### src/rtl/pipe_stage_pkg.sv
package pipe_stage_pkg;

    // Stage status codes
    typedef enum logic [2:0] {
        ST_OK  = 3'd1,
        ST_HLT = 3'd2,
        ST_ADR = 3'd3,
        ST_INS = 3'd4,
        ST_BUB = 3'd5
    } stat_e;

    localparam logic [3:0] ICODE_NOP = 4'h1;

    // Next-state source selected by the priority logic
    typedef enum logic [1:0] {
        SRC_LOAD  = 2'd0,
        SRC_HOLD  = 2'd1,
        SRC_EMPTY = 2'd2,
        SRC_INIT  = 2'd3
    } src_e;

    // Fixed-width instruction fields of a stage
    typedef struct packed {
        logic [2:0] stat;
        logic [3:0] icode;
        logic [3:0] ifun;
    } fields_t;

endpackage

### src/rtl/stage_src_prio.sv
module stage_src_prio
    import pipe_stage_pkg::*;
(
    input  logic init_en,
    input  logic stall_en,
    input  logic bubble_en,
    output src_e src
);
    // Fixed ranking: initialize, stall, bubble, load
    always_comb begin
        if (init_en)        src = SRC_INIT;
        else if (stall_en)  src = SRC_HOLD;
        else if (bubble_en) src = SRC_EMPTY;
        else                src = SRC_LOAD;
    end
endmodule

### src/rtl/stage_word_mux.sv
module stage_word_mux
    import pipe_stage_pkg::*;
#(
    parameter int W = 8
) (
    input  src_e         src,
    input  logic [W-1:0] load_w,
    input  logic [W-1:0] hold_w,
    input  logic [W-1:0] empty_w,
    input  logic [W-1:0] init_w,
    output logic [W-1:0] out_w
);
    always_comb begin
        unique case (src)
            SRC_INIT:  out_w = init_w;
            SRC_HOLD:  out_w = hold_w;
            SRC_EMPTY: out_w = empty_w;
            default:   out_w = load_w;
        endcase
    end
endmodule

### src/rtl/pipe_stage_reg.sv
module pipe_stage_reg
    import pipe_stage_pkg::*;
#(
    parameter int                DATA_W      = 64,
    parameter logic [3:0]        EMPTY_ICODE = ICODE_NOP,
    parameter logic [3:0]        EMPTY_IFUN  = 4'h0,
    parameter logic [DATA_W-1:0] EMPTY_VAL   = '0
) (
    input  logic              clk,
    input  logic              rst,
    input  logic              init_en,
    input  logic              stall_en,
    input  logic              bubble_en,
    input  logic [2:0]        d_stat,
    input  logic [3:0]        d_icode,
    input  logic [3:0]        d_ifun,
    input  logic [DATA_W-1:0] d_val,
    input  logic [2:0]        i_stat,
    input  logic [3:0]        i_icode,
    input  logic [3:0]        i_ifun,
    input  logic [DATA_W-1:0] i_val,
    output logic [2:0]        q_stat,
    output logic [3:0]        q_icode,
    output logic [3:0]        q_ifun,
    output logic [DATA_W-1:0] q_val
);
    localparam int FLD_W  = $bits(fields_t);
    localparam int WORD_W = FLD_W + DATA_W;

    localparam fields_t EMPTY_FLD = '{stat: ST_BUB, icode: EMPTY_ICODE, ifun: EMPTY_IFUN};
    localparam logic [WORD_W-1:0] EMPTY_WORD = {EMPTY_FLD, EMPTY_VAL};

    typedef struct packed {
        fields_t           fld;
        logic [DATA_W-1:0] val;
    } stage_t;

    stage_t      st_d, st_q;
    src_e        src;
    logic [WORD_W-1:0] mux_w;

    stage_src_prio u_prio (
        .init_en   (init_en),
        .stall_en  (stall_en),
        .bubble_en (bubble_en),
        .src       (src)
    );

    stage_word_mux #(.W(WORD_W)) u_mux (
        .src     (src),
        .load_w  ({d_stat, d_icode, d_ifun, d_val}),
        .hold_w  (st_q),
        .empty_w (EMPTY_WORD),
        .init_w  ({i_stat, i_icode, i_ifun, i_val}),
        .out_w   (mux_w)
    );

    always_comb begin
        st_d = mux_w;
        if (rst) st_d = EMPTY_WORD;
    end

    always_ff @(posedge clk) begin
        st_q <= st_d;
    end

    assign q_stat  = st_q.fld.stat;
    assign q_icode = st_q.fld.icode;
    assign q_ifun  = st_q.fld.ifun;
    assign q_val   = st_q.val;
endmodule

### config.mk
export PLATFORM = sky130hd
export DESIGN_NAME = pipe_stage_reg
export DESIGN_NICKNAME = d
export VERILOG_FILES = /design/src/rtl/pipe_stage_pkg.sv /design/src/rtl/stage_src_prio.sv /design/src/rtl/stage_word_mux.sv /design/src/rtl/pipe_stage_reg.sv
export SDC_FILE = /design/constraint.sdc
export NUM_CORES = 1
export LEC_CHECK = 0
export BUFFER_PORTS_ARGS = -buffer_cell sky130_fd_sc_hd__buf_2
export CORE_MARGIN = 3
export CORE_UTILIZATION = 47
export CTS_CLUSTER_DIAMETER = 80
export CTS_CLUSTER_SIZE = 25
export DETAILED_ROUTE_END_ITERATION = 10
export PLACE_DENSITY_LB_ADDON = 0.1
export RECOVER_POWER = 100
export SLEW_MARGIN = 25
export SYNTH_ARGS = -nofsm -noshare
export SYNTH_HDL_FRONTEND = slang
export SYNTH_HIERARCHICAL = 1
export SYNTH_SLANG_ARGS = --single-unit
### constraint.sdc
create_clock -name clk -period 3.6 [get_ports clk]
set_input_delay 0.18 -clock clk [delete_from_list [all_inputs] [get_ports clk]]
set_output_delay 0.18 -clock clk [all_outputs]
set_load 0.02 [all_outputs]
==> metrics.txt, run 1 <==
crit-path cells=buf_2 > inv_1 > a21o_1 > clkbuf_1 > mux4_2 > or2_1; CP Class=in2reg; Initial Util=0.491; crit path launch type=input pin; worst slew pin tran=about 1.4 ns; ANT cells=0; Clock Pin Slew Worst Setup and Hold Paths=around 0.080 ns; Synth area leaders=mux4_2 44%, dfxtp_1 39%, nor2b_1 12%; largest net degree at the start of global routing=50; crit path DAT=roughly 2.7 ns; Avg Vias per Cell=between 4 and 5; Synth Instances=254; Placer Congestion=0.741; r2r startpoint=q_stat[0]; total CTS buffers=9; Power Density=approximately 430 nW/um^2; port bufs=229; CTS Hold Buffers Added=0; hold violation count in the final report=0; core box area=7850 sq um; WL/cell=15.6 microns; H-tree levels=3; r2r setup slk=roughly 2.5 ns; Layout area overhead=41.7%; hold path startpoint=d_stat[2]; Hold Crit Class=in2reg; layout cells sized above 1=0.448; final antenna-violating net count=0; top-area cell type share of the netlist area=0.438; CTS Sinks=75; grt ovf=0; worst stage delay on the critical path=approximately 1.1 ns; drt drc=0; Final Net Count=703; RSZ-0062 raised after global routing=false; first-pass GRT wire length=roughly 15 mm; fin. max-slew vios=0; crit path launch=stall_en; register area share after synthesis=0.390; HPWL after detailed placement=between 7 and 8 mm; antenna violations before repair=0; Max Buffers Root-to-Sink=2; detailed-route wire length=10.2 mm; initial DRC count=110; Setup Buffers After CTS=0; setup violators final=0; synthesized area=3850 sq um; slew margin rel.=0.0574; die area=9320 sq um; VDD IR-drop max=just under 0.2 mV; f_max=approximately 400 MHz; CP max FO=25; die width=roughly 97 microns; CP Capture Type=flip-flop; Worst path slowest cell=clkbuf_1; post-route clock period utilization=0.691; clock latency on the worst-skew pair=0.34 ns; # resized after CTS=0; cell accounting for the most synthesized area=mux4_2; vias in the first global route=approximately 3200; worst clock skew=0 ns; syn_area_per_cell=about 15 sq um; fin crit period=around 2.5 ns; Lkg Pwr=~2.4 nW; Yosys warning total=6; Unique masters post-synth=11; WP data required=around 3.8 ns; chip height=between 90 and 100 microns; max-cap violation count=0; I/O pins=230; worst hold slack=0.229 ns; outcome=finished, final reports clean; Site Rows=32; CTS tree=built; #FFs+latches synth=75; Fin Setup TNS=0 ns; Clk Tree Root Cell=clkbuf_8; Total GRT Usage=0.217; DR pass1 iterations=4; total number of vias=approximately 3200
==> power breakdown <==
part / switching, mW / total (mW) / internal, mW
Sequential: 0.0384 / 0.938 / 0.900
Combinational: 0.237 / 0.512 / 0.275
Clock: 0.306 / 0.875 / 0.569
==> cells in the mapped netlist, drive strengths merged <==
master and count:
or2 4, inv 1, nor2b 72, buf 21, mux4 75, a21o 1
dfxtp 75, clkbuf 3, conb 2
==> metal layers <==
| metal | share of wire | up-vias | global-route usage |
|---|---|---|---|
| met5 | 0 | - | 0 |
| met3 | 0.093 | 15 | 0.0627 |
| li1 | - | 1481 | - |
| met2 | 0.53 | 149 | 0.384 |
| met4 | 0.012 | 0 | 0.0631 |
| met1 | 0.37 | 1517 | 0.255 |
==> sequential cells by signal, indices dropped and copies added (netlist names) <==
name	cells
q_icode	4
q_ifun	4
q_stat	3
q_val	64
==> final cells by class <==
cell class | count | area [sq um]
Clock inverter | 4 | 120
Clock buffer | 12 | 155
Timing Repair Buffer | 234 | 1090
Multi-Input combinational cell | 227 | 2460
Inverter | 1 | 3.75
Tap cell | 102 | 128
Fill cell | 662 | 2390
Sequential cell | 75 | 1500
==> cell families after synthesis <==
group / count (synthesis) / share of synthesized area
AND/OR/NAND/NOR: 76 / 0.123
flip-flops: 75 / 0.390
buffers and inverters: 25 / 0.0445
multiplexers: 75 / 0.438
AO/OA/AOI/OAI: 1 / 0.00195
other: 2 / 0.00195
==> final timing paths <==
check | cells past startpoint | to
setup reg to reg | 2 | q_stat[0]
hold / removal | 3 | q_stat[2]
setup / recovery | 6 | q_icode[0]
hold reg to reg | 2 | q_stat[2]
==> critical path, delay by kind of cell <==
family | cells | cell delay, ns
buf+inv | 3 | 1.23
compound gates | 1 | 0.65
mux | 1 | 0.42
simple gates | 1 | 0.21
==> through the flow <==
stage / power [mW] / cell area, sq um / worst slack (ns) / cells / util
6_report: 2.33 / 5460 / 1.11 / 655 / 0.696
5_1_grt: 2.43 / 5460 / 0.947 / 655 / 0.696
4_1_cts: 2.37 / 5560 / 1.85 / 655 / 0.709
3_5_place_dp: 1.49 / 5290 / 1.48 / 639 / 0.674
3_3_place_gp: 1.48 / 5290 / 1.54 / 639 / 0.674
2_1_floorplan: 1.31 / 4130 / 2.14 / 327 / -
==> layout by cell type (no fill, tap or decap) <==
| master | count |
|---|---|
| clkbuf_8 | 11 |
| clkbuf_1 | 78 |
| dfxtp_1 | 75 |
| conb_1 | 75 |
| buf_2 | 154 |
| or2_4 | 1 |
| mux4_2 | 75 |
| a21o_1 | 1 |
| or2_1 | 3 |
| inv_1 | 1 |
| bufinv_16 | 4 |
| buf_4 | 2 |
| buf_12 | 1 |
| nor2b_1 | 72 |
Note: power is estimated with default switching activity, not from simulation.
==> inputs of run 2 (changes only) <==
CORE_UTILIZATION = 44   (was 47)
clock period = 2.29 ns   (was 3.6 ns; I/O delays follow)
==> run 2 against run 1 <==
Net effect:
- first-iteration DRC count is 22% lower
- register-to-register slack lost 1.3 ns
- die area up 6.4%
- clock skew did not move
- combinational power increased by 59%
- final cell count rose by 0.46%
- clock-buffer cell count unchanged
- global-route usage down 0.96 points
==> metrics.txt, run 2 (synthesized netlist as in run 1, its figures left out) <==
H-tree levels=3; worst stage delay on the critical path=0.80 ns; die area=between 9000 and 10000 sq um; Crit path depth=6; core box area=about 8300 sq um; Hold Crit Class=in2reg; Site Rows=33; total number of vias=between 3000 and 4000; Total GRT Usage=0.207; grt ovf=0; largest net degree at the start of global routing=76; number of flip-flops in the largest register=between 60 and 70; I/O pins=230; R2R depth=2; fin util=0.657; multi-input logic area=between 2000 and 2500 sq um; ANT cells=0; layout cells sized above 1=0.456; crit path launch type=input pin; worst slew pin tran=just over 1 ns; CP max FO=75; first-pass GRT wire length=15.8 mm; CP Class=in2reg; chip height=around 100 microns; worst hold slack=around 0.16 ns; RSZ-0062 raised after global routing=false; Placer Congestion=approximately 0.79; post-route clock period utilization=0.703; f_max=621 MHz; DR pass1 iterations=4; slew margin rel.=0.313; VDD IR-drop max=between 0.4 and 0.5 mV; final antenna-violating net count=0; max-cap violation count=0; routing usage on met2=0.347; WP data required=roughly 2.5 ns; CP Capture Type=flip-flop; HPWL after detailed placement=7.76 mm; antenna violations before repair=0; Worst Path Buf+Inv=3; die width=approximately 100 microns; Initial Util=0.462; met3 usage=0.0449; outcome=finished, final reports clean; Final Net Count=approximately 700; Worst path slowest cell=clkbuf_4; worst clock skew=0 ns; setup violators final=0; Lkg Pwr=2.43 nW; Layout area overhead=42.3%; met1 GRT Util=0.257; clock latency on the worst-skew pair=0.33 ns; CTS Hold Buffers Added=0; crit path DAT=1.84 ns; vias in the first global route=~3200; family with the most delay on the worst path=buffers and inverters; CTS tree=built; Clk Tree Root Cell=clkbuf_8; drt drc=0; Fin Setup TNS=0 ns; commonest non-fill, non-tap cell in the layout=buf_2; WL/cell=15.4 microns; crit path launch=stall_en; port bufs=about 230; crit-path cells=buf_2 > inv_1 > a21o_2 > clkbuf_4 > mux4_2 > or2_1; detailed-route wire length=a little over 10 mm; Fillers=730; Avg Vias per Cell=around 4.7; final setup margin=about 0.68 ns; CTS Sinks=75; worst reg2reg endpoint=q_icode[0]; Power Density=653 nW/um^2; hold violation count in the final report=0; # resized after CTS=0; worst slack, placed=0.782 ns; Register Area=approximately 1500 sq um; r2r setup slk=between 1 and 1.5 ns; fin. max-slew vios=0; fin crit period=between 1.5 and 2 ns; Setup Buffers After CTS=0; total CTS buffers=9; Clock Pin Slew Worst Setup and Hold Paths=about 0.09 ns; CP endpoint=q_stat[2]; gr busiest metal=met2; commonest non-fill, non-tap cells in the layout=154 x buf_2, 75 x clkbuf_1, 75 x dfxtp_1, 75 x mux4_2, 75 x conb_1; r2r startpoint=q_icode[0]; initial DRC count=between 80 and 90; Max Buffers Root-to-Sink=2
## run 2: layer usage
metal  wire length (microns)  vias up
met2                    5190      151
met4                     308        0
li1                        -     1480
met1                    3840     1462
met3                     805       22
met5                       0        -
## run 2: report_power, final
part           leakage [nW]  switching, mW  internal, mW  total, mW
Sequential            0.623         0.0589          1.41       1.47
Combinational          1.67          0.374         0.441      0.814
Clock                 0.133          0.480         0.812       1.29
## run 2: tightest hold or removal path: cells and delay by family
kind / cells / cell delay (ns)
buffers and inverters: 1 / 0.07
muxes: 1 / 0.20
and+or+nand+nor: 1 / 0.08
## run 2: how the worst min path moves through the flow
stage                     startpoint         end  slack [ns]  cells past startpoint
after floorplan                  rst  q_icode[3]        0.34                      2
after global placement     i_stat[0]   q_stat[0]        0.51                      3
after detailed placement   i_stat[0]   q_stat[0]        0.52                      3
after CTS                  i_stat[0]   q_stat[0]        0.14                      3
after global routing       d_stat[0]   q_stat[0]        0.17                      3
final                      i_stat[0]   q_stat[0]        0.16                      3
## run 2: layout make-up
class,instances,area share
Timing Repair Buffer,234,0.206
Sequential cell,75,0.274
Tap cell,105,0.0240
Clock inverter,4,0.0173
Inverter,1,0.000685
Multi-Input combinational cell,227,0.448
Clock buffer,12,0.0301
## run 2: per-stage QoR
| step | area, sq um | cells | total power [mW] |
|---|---|---|---|
| 2_1_floorplan | 4130 | 327 | 2.05 |
| 3_3_place_gp | 5330 | 642 | 2.33 |
| 3_5_place_dp | 5330 | 642 | 2.35 |
| 4_1_cts | 5590 | 658 | 3.65 |
| 5_1_grt | 5480 | 658 | 3.75 |
| 6_report | 5480 | 658 | 3.58 |
==> inputs of run 3 (changes only) <==
clock period = 1.6 ns   (was 2.29 ns; I/O delays follow)
==> run 3 against run 2 <==
Net effect:
- non-clock buffer count rose by 5
- utilization rose by 0.61 points
- sequential share of layout area fell by 0.25 points
- cell area rose by 0.94%
- via count did not move
- sequential power rose by 44%
- global-route usage barely moved
- combinational power rose by 45%
- largest cell class unchanged
==> metrics.txt, run 3 (synthesized netlist as in run 1, its figures left out) <==
Area after DPL=approximately 5400 sq um; Final Net Count=708; total CTS buffers=9; Hold Crit Class=in2reg; drt drc=0; Setup Buffers After CTS=0; WP data required=between 1.5 and 2 ns; commonest non-fill, non-tap cell in the layout=buf_2; outcome=finished, final reports clean; Avg Vias per Cell=roughly 4.7; fin area=5530 sq um; core box area=between 8000 and 9000 sq um; total number of vias=just over 3000; Max Buffers Root-to-Sink=2; post-route clock period utilization=0.717; Layout area overhead=43.6%; die area=9910 sq um; CP max FO=32; CP Capture Type=flip-flop; port bufs=approximately 230; Placed Instances=647; fin. max-slew vios=0; CTS Sinks=between 70 and 80; number of flip-flops in the largest register=64; Crit path depth=5; hold violation count in the final report=0; crit-path cells=clkbuf_1 > or2_4 > buf_12 > mux4_2 > or2_1; Clock Pin Slew Worst Setup and Hold Paths=0.08 ns; detailed-route wire length=between 10 and 15 mm; Site Rows=33; clock latency on the worst-skew pair=approximately 0.32 ns; RSZ-0062 raised after global routing=false; family with the most delay on the worst path=multiplexers; Finished Layout Cells=between 600 and 700; Total GRT Usage=0.207; Lkg Pwr=2.45 nW; chip height=roughly 100 microns; largest net degree at the start of global routing=33; Power Density=approximately 900 nW/um^2; max-cap violation count=0; WL/cell=15.2 microns; Placer Congestion=a little under 0.8; die width=between 90 and 100 microns; crit path launch type=input pin; vias in the first global route=3359; R2R depth=2; ANT cells=0; initial DRC count=just over 90; # resized after CTS=0; Worst Path Buf+Inv=2; worst stage delay on the critical path=approximately 0.52 ns; VDD IR-drop max=between 0.4 and 0.5 mV; CTS tree=built; fin crit period=between 1 and 1.5 ns; H-tree levels=3; fin util=0.663; setup violators final=0; I/O pins=230; final setup margin=~0.45 ns; Worst path slowest cell=mux4_2; HPWL after detailed placement=8.10 mm; f_max=just under 900 MHz; first-pass GRT wire length=16.0 mm; antenna violations before repair=0; commonest non-fill, non-tap cells in the layout=153 x buf_2, 77 x clkbuf_1, 75 x dfxtp_1, 75 x mux4_2, 75 x conb_1; Initial Util=0.462; Clk Tree Root Cell=clkbuf_8; final antenna-violating net count=0; Fin Setup TNS=0 ns; Min-Delay Path Depth=2; worst slack, placed=roughly 0.12 ns; layout cells sized above 1=0.457; worst clock skew=0 ns; DR pass1 iterations=4; crit path DAT=~1.4 ns; grt ovf=0; CTS Hold Buffers Added=0; CP Class=in2reg
run 3: cell count changes in the layout (fill, tap and decap cells not counted):
cell,change
or2_0,-1
clkinv_2,-1
buf_12,+3
or2_1,+1
clkbuf_1,+2
clkinv_4,+1
buf_4,+3
clkbuf_4,-1
bufinv_16,-1
buf_2,-1
run 3: final timing paths:
kind | slack, ns | to | from
max | 0.45 | q_stat[0] | stall_en
min | 0.11 | q_val[14] | rst
max reg2reg | 0.51 | q_stat[2] | q_stat[2]
min reg2reg | 0.68 | q_icode[0] | q_icode[0]
run 3: power by group:
| part | internal, mW | switching (mW) | leakage (nW) |
|---|---|---|---|
| Combinational | 0.644 | 0.538 | 1.71 |
| Sequential | 2.02 | 0.0857 | 0.623 |
| Clock | 1.01 | 0.681 | 0.120 |
run 3: stage by stage:
stage	hold slack [ns]	power, mW
after floorplan	0.302	2.94
after global placement	0.457	3.36
after detailed placement	0.458	3.38
after CTS	0.101	5.08
after global routing	0.118	5.23
final	0.112	4.99
run 3: cell type report:
type | count | area (sq um)
timing repair buffer | 239 | 1200
inverter | 1 | 3.75
tap | 105 | 131
sequential | 75 | 1500
clock buffer | 13 | 169
fill | 716 | 2810
multi-input combinational | 227 | 2460
clock inverter | 3 | 68.8
run 3: layer usage:
metal / GRT usage / part of all wire / up-vias
met1: 0.256 / 0.39 / 1458
met5: 0 / 0 / -
met2: 0.359 / 0.51 / 148
met4: 0.0767 / 0.020 / 0
met3: 0.0435 / 0.078 / 14
li1: - / - / 1495
run 3: worst reg2reg max path, cell delays in order, from the launching register on:
cell and delay (ns):
dfxtp_1 0.32, mux4_2 0.45, or2_1 0.21
